===== config.mk =====
export PLATFORM = sky130hd
export DESIGN_NAME = cmdaddr_regbuf
export DESIGN_NICKNAME = d
export VERILOG_FILES = /design/src/rtl/regbuf_pkg.sv /design/src/rtl/regbuf_rst_sync.sv /design/src/rtl/regbuf_lane_mask.sv /design/src/rtl/cmdaddr_regbuf.sv
export SDC_FILE = /design/constraint.sdc
export NUM_CORES = 1
export LEC_CHECK = 0
export CORE_MARGIN = 2
export CORE_UTILIZATION = 44
export DETAILED_ROUTE_END_ITERATION = 10
export GPL_ROUTABILITY_DRIVEN = 0
export HOLD_SLACK_MARGIN = 0.1
export PLACE_DENSITY = 0.83
export REMOVE_ABC_BUFFERS = 1
export SKIP_LAST_GASP = 1
export SLEW_MARGIN = 20
export SYNTH_ARGS = -nofsm -noshare
export SYNTH_HDL_FRONTEND = slang
export SYNTH_SLANG_ARGS = --single-unit

===== constraint.sdc =====
create_clock -name clk -period 1.8 [get_ports clk]
set_clock_uncertainty 0.2 [all_clocks]
set_input_delay 0.36 -clock clk [delete_from_list [all_inputs] [get_ports clk]]
set_output_delay 0.36 -clock clk [all_outputs]
set_load 0.005 [all_outputs]

===== src/rtl/regbuf_pkg.sv =====
package regbuf_pkg;

    typedef enum logic [1:0] {
        SHAPE_WIDE   = 2'd0,
        SHAPE_PAIR_A = 2'd1,
        SHAPE_PAIR_B = 2'd2
    } shape_e;

    // Decode the two static configuration pins into a shape.
    function automatic shape_e decode_shape(input logic pair, input logic variant);
        if (!pair)
            return SHAPE_WIDE;
        else if (!variant)
            return SHAPE_PAIR_A;
        else
            return SHAPE_PAIR_B;
    endfunction

    // Whether lane idx is live in the given shape.
    function automatic logic lane_live(input shape_e shp, input int idx, input int narrow_w);
        logic live;
        case (shp)
            SHAPE_WIDE:   live = 1'b1;
            SHAPE_PAIR_A: live = (idx < narrow_w) && (idx != 0) && (idx != 3) && (idx != 6);
            SHAPE_PAIR_B: live = (idx < narrow_w) && (idx != 6) && (idx != 10) && (idx != 13);
            default:      live = 1'b0;
        endcase
        return live;
    endfunction

endpackage


===== src/rtl/regbuf_rst_sync.sv =====
module regbuf_rst_sync #(
    parameter int STAGES = 2
) (
    input  logic clk,
    input  logic rst_n,
    output logic run_q
);
    logic [STAGES-1:0] chain_q;
    logic [STAGES-1:0] chain_d;

    always_comb begin
        chain_d = {chain_q[STAGES-2:0], 1'b1};
    end

    always_ff @(posedge clk or negedge rst_n) begin
        if (!rst_n)
            chain_q <= '0;
        else
            chain_q <= chain_d;
    end

    assign run_q = chain_q[STAGES-1];
endmodule


===== src/rtl/regbuf_lane_mask.sv =====
module regbuf_lane_mask
    import regbuf_pkg::*;
#(
    parameter int WIDE_W   = 25,
    parameter int NARROW_W = 14
) (
    input  logic              cfg_pair,
    input  logic              cfg_variant,
    output logic [WIDE_W-1:0] live_mask
);
    shape_e shape;

    always_comb begin
        shape = decode_shape(cfg_pair, cfg_variant);
    end

    for (genvar i = 0; i < WIDE_W; i++) begin : g_lane
        always_comb begin
            live_mask[i] = lane_live(shape, i, NARROW_W);
        end
    end
endmodule


===== src/rtl/cmdaddr_regbuf.sv =====
module cmdaddr_regbuf #(
    parameter int WIDE_W      = 25,
    parameter int NARROW_W    = 14,
    parameter int SYNC_STAGES = 2
) (
    input  logic                clk,
    input  logic                rst_n,
    input  logic                cfg_pair,
    input  logic                cfg_variant,
    input  logic [WIDE_W-1:0]   d_in,
    input  logic                cs_n,
    input  logic                cs_gate_n,
    input  logic                odt_in,
    input  logic                cke_in,
    output logic [WIDE_W-1:0]   q_a,
    output logic [NARROW_W-1:0] q_b,
    output logic                cs_a_q,
    output logic                cs_b_q,
    output logic                odt_a_q,
    output logic                odt_b_q,
    output logic                cke_a_q,
    output logic                cke_b_q
);
    typedef struct packed {
        logic [WIDE_W-1:0]   dat_a;
        logic [NARROW_W-1:0] dat_b;
        logic                cs_a;
        logic                cs_b;
        logic                odt_a;
        logic                odt_b;
        logic                cke_a;
        logic                cke_b;
    } bank_t;

    bank_t             bank_d;
    bank_t             bank_q;
    logic              run_q;
    logic [WIDE_W-1:0] live_mask;
    logic [WIDE_W-1:0] masked_d;
    logic              hold;

    regbuf_rst_sync #(
        .STAGES (SYNC_STAGES)
    ) u_rst_sync (
        .clk   (clk),
        .rst_n (rst_n),
        .run_q (run_q)
    );

    regbuf_lane_mask #(
        .WIDE_W   (WIDE_W),
        .NARROW_W (NARROW_W)
    ) u_lane_mask (
        .cfg_pair    (cfg_pair),
        .cfg_variant (cfg_variant),
        .live_mask   (live_mask)
    );

    always_comb begin
        masked_d = d_in & live_mask;
        hold     = cs_n & cs_gate_n;
        bank_d   = bank_q;
        if (!run_q) begin
            bank_d = '0;
        end else begin
            if (!hold) begin
                bank_d.dat_a = masked_d;
                bank_d.dat_b = cfg_pair ? masked_d[NARROW_W-1:0] : '0;
            end
            bank_d.cs_a  = cs_n;
            bank_d.odt_a = odt_in;
            bank_d.cke_a = cke_in;
            bank_d.cs_b  = cfg_pair & cs_n;
            bank_d.odt_b = cfg_pair & odt_in;
            bank_d.cke_b = cfg_pair & cke_in;
        end
    end

    always_ff @(posedge clk or negedge rst_n) begin
        if (!rst_n)
            bank_q <= '0;
        else
            bank_q <= bank_d;
    end

    assign q_a     = bank_q.dat_a;
    assign q_b     = bank_q.dat_b;
    assign cs_a_q  = bank_q.cs_a;
    assign cs_b_q  = bank_q.cs_b;
    assign odt_a_q = bank_q.odt_a;
    assign odt_b_q = bank_q.odt_b;
    assign cke_a_q = bank_q.cke_a;
    assign cke_b_q = bank_q.cke_b;
endmodule


==> results.py <==
metrics = {
    "setup_path": {
        "path_delay_family": "buffers and inverters",
        "worstSetupEndpointType": "output port",
        "crit_slowest_cell": "clkdlybuf4s50_1",
        "startpoint_type": "flop",
        "critPathArrivalTime_ns": 1.19,
        "critPathBufInv": 1,
        "slowest_delay_ns": 0.53,
        "path_cells": "clkdlybuf4s50_1",
        "critPathKind": "reg -> out",
        "cp.required_ns": 1.24,
        "crit_fanout": 2,
    },
    "layout": {
        "final_cells": 315,
        "finalNetCount": 293,
        "final_layout_size_suffix_gt1_frac": 0.211,
        "area_growth_pct": 44.8,
        "finalCoreUtilization": 0.656,
        "layout_commonest_cell": "clkdlybuf4s50_1",
        "antenna_cells": 0,
        "fin_area_um2": 3080,
        "nFillCells": 406,
        "final_cell_mix": "75 x clkdlybuf4s50_1, 46 x dfrtp_1, 28 x nand4_1, 20 x o21ai_2, 13 x nand2_1",
    },
    "floorplanning": {
        "start_util": 0.453,
        "num_rows": 25,
        "core_um2": 4690,
        "ios": 78,
        "die_area_um2": 5400,
        "fp.dieW_um": 73.5,
        "die_h_um": 73.5,
    },
    "synthesis": {
        "synth_cell_type_count": 20,
        "synth_seq_area_share": 0.553,
        "syn_inst": 185,
        "synth_area_um2": 2130,
        "postSynthAreaPerCell_um2": 11.5,
        "yosysWarnings": 0,
        "ys_ff_latch": 47,
    },
    "route": {
        "drc": 0,
        "drtAntennaViolNets": 0,
        "vias": 1791,
        "totalWireLength_mm": 5.22,
        "wl_per_cell_um": 16.6,
        "dr.pass1.iters": 4,
        "viasPerCell": 5.69,
        "drt_iter0_drc": 72,
    },
    "placed_design": {
        "numPlacedInstances": 306,
        "pre_cts_slack_ns": 0.0320,
        "hpwlAfterDp_mm": 3.53,
        "placed_area_um2": 2990,
        "io_buffers": 77,
    },
    "timing": {
        "timing.hold.ws_ns": 0.161,
        "slew_viol_final": 0,
        "fin_ws_ns": 0.0457,
        "final_hold_viol_count": 0,
        "fin_crit_ns": 1.75,
        "rsz0062_at_grt": "false",
        "fmax_mhz": 570,
        "setup_viol": 0,
        "timing.final.crit_share": 0.975,
    },
    "run": {
        "cap_violations": 0,
    },
    "clocking": {
        "clock_path_buffers": 2,
        "cts_tree": "done",
        "clock-sinks": 47,
        "numCtsBuffers": 5,
        "clkSlewWorstSetupHoldPaths_ns": 0.09,
        "cts_max_level": 2,
        "cts_root_buf": "clkbuf_8",
        "clk_latency_ns": 0.30,
    },
    "power": {
        "powerDensity_nw_per_um2": 696,
        "irDropWorstVdd_mv": 0.361,
        "p_leak_nw": 1.32,
    },
    "run_status": {
        "outcome": "finished clean",
    },
    "global_routing": {
        "antenna_found_initial": 0,
        "grt_use_total": 0.200,
        "grt_pass1_wl_mm": 8.26,
        "busiest_layer": "met2",
        "use_met1": 0.281,
        "grt_overflow": 0,
        "use_met2": 0.307,
        "grt_pass1_vias": 1648,
        "use_met3": 0.0508,
        "grt_max_degree": 48,
    },
    "min_path": {
        "hp-class": "reg -> reg",
    },
}
[metrics by stage]
step	total power, mW	TNS (ns)
6_report	2.14	0
5_1_grt	2.23	0
4_1_cts	2.16	0
3_5_place_dp	1.54	0
3_3_place_gp	1.53	0
2_1_floorplan	1.25	-21.37
[final cells by class]
type / count / area (µm²) / share of cell area
clock buffers: 7 / 76.3 / 0.0248
clock inverters: 1 / 5.00 / 0.00163
multi-input cells: 115 / 802 / 0.260
well taps: 54 / 67.6 / 0.0219
flip-flops and latches: 47 / 1180 / 0.382
repair buffers: 91 / 951 / 0.309
[state kept, by name, summed over array words and instances (netlist names)]
name                cells
q_a                    25
cs_a_q                  1
odt_b_q                 1
cke_b_q                 1
cke_a_q                 1
u_rst_sync.chain_q      2
q_b                    14
cs_b_q                  1
odt_a_q                 1
[worst paths after layout]
path / start / endpoint / slack (ns) / depth (start not counted)
worst max-delay path: q_b[7] / q_b[7] / 0.05 / 1
worst min-delay path: u_rst_sync.chain_q[0] / u_rst_sync.chain_q[1] / 0.16 / 0
worst max register to register: u_rst_sync.chain_q[1] / q_a[3] / 0.37 / 3
worst min register to register: u_rst_sync.chain_q[0] / u_rst_sync.chain_q[1] / 0.16 / 0
max in group asynchronous: rst_n / u_rst_sync.chain_q[1] / 0.80 / 3
min in group asynchronous: rst_n / q_b[6] / 0.37 / 3
[power by group]
| part | switching (mW) | internal [mW] | leakage, nW |
|---|---|---|---|
| Sequential | 0.0317 | 1.11 | 0.622 |
| Combinational | 0.161 | 0.221 | 0.660 |
| Clock | 0.350 | 0.273 | 0.0422 |
| Total | 0.543 | 1.60 | 1.32 |
[cell families (layout without fill, tap and decap cells)]
logic type | after synthesis | after routing | share of synthesized area
compound gates | 38 | 38 | 0.151
simple gates | 76 | 76 | 0.225
flops | 47 | 47 | 0.553
other cells | 1 | 1 | 0.00176
buf+inv | 23 | 99 | 0.0695
[routing by layer]
layer / share of wire / vias up
li1: - / 847
met1: 0.44 / 869
met2: 0.49 / 69
met3: 0.061 / 6
met4: 0.011 / 0
met5: 0 / -
[cell usage after synthesis (all sizes together)]
library cell  count  area [µm²]
nand2            13        48.8
nand4            28         175
buf              21         140
and3              4        30.0
o31ai             4        30.0
conb              1        3.75
nand4b            2        17.5
o21ai            22         185
a31o             12         105
and2              5        31.3
nor2b             2        20.0
clkbuf            2        7.51
and4             12         105
nand3            10        50.1
dfrtp            47        1180
[repair_timing]
item,4_1_cts,5_1_grt
endpoints found under the hold margin,47,0
hold buffers,1,0
endpoints found under the setup margin,0,1
buffers inserted,0,0
resized for setup,0,1
(Power assumes the default switching activity.)
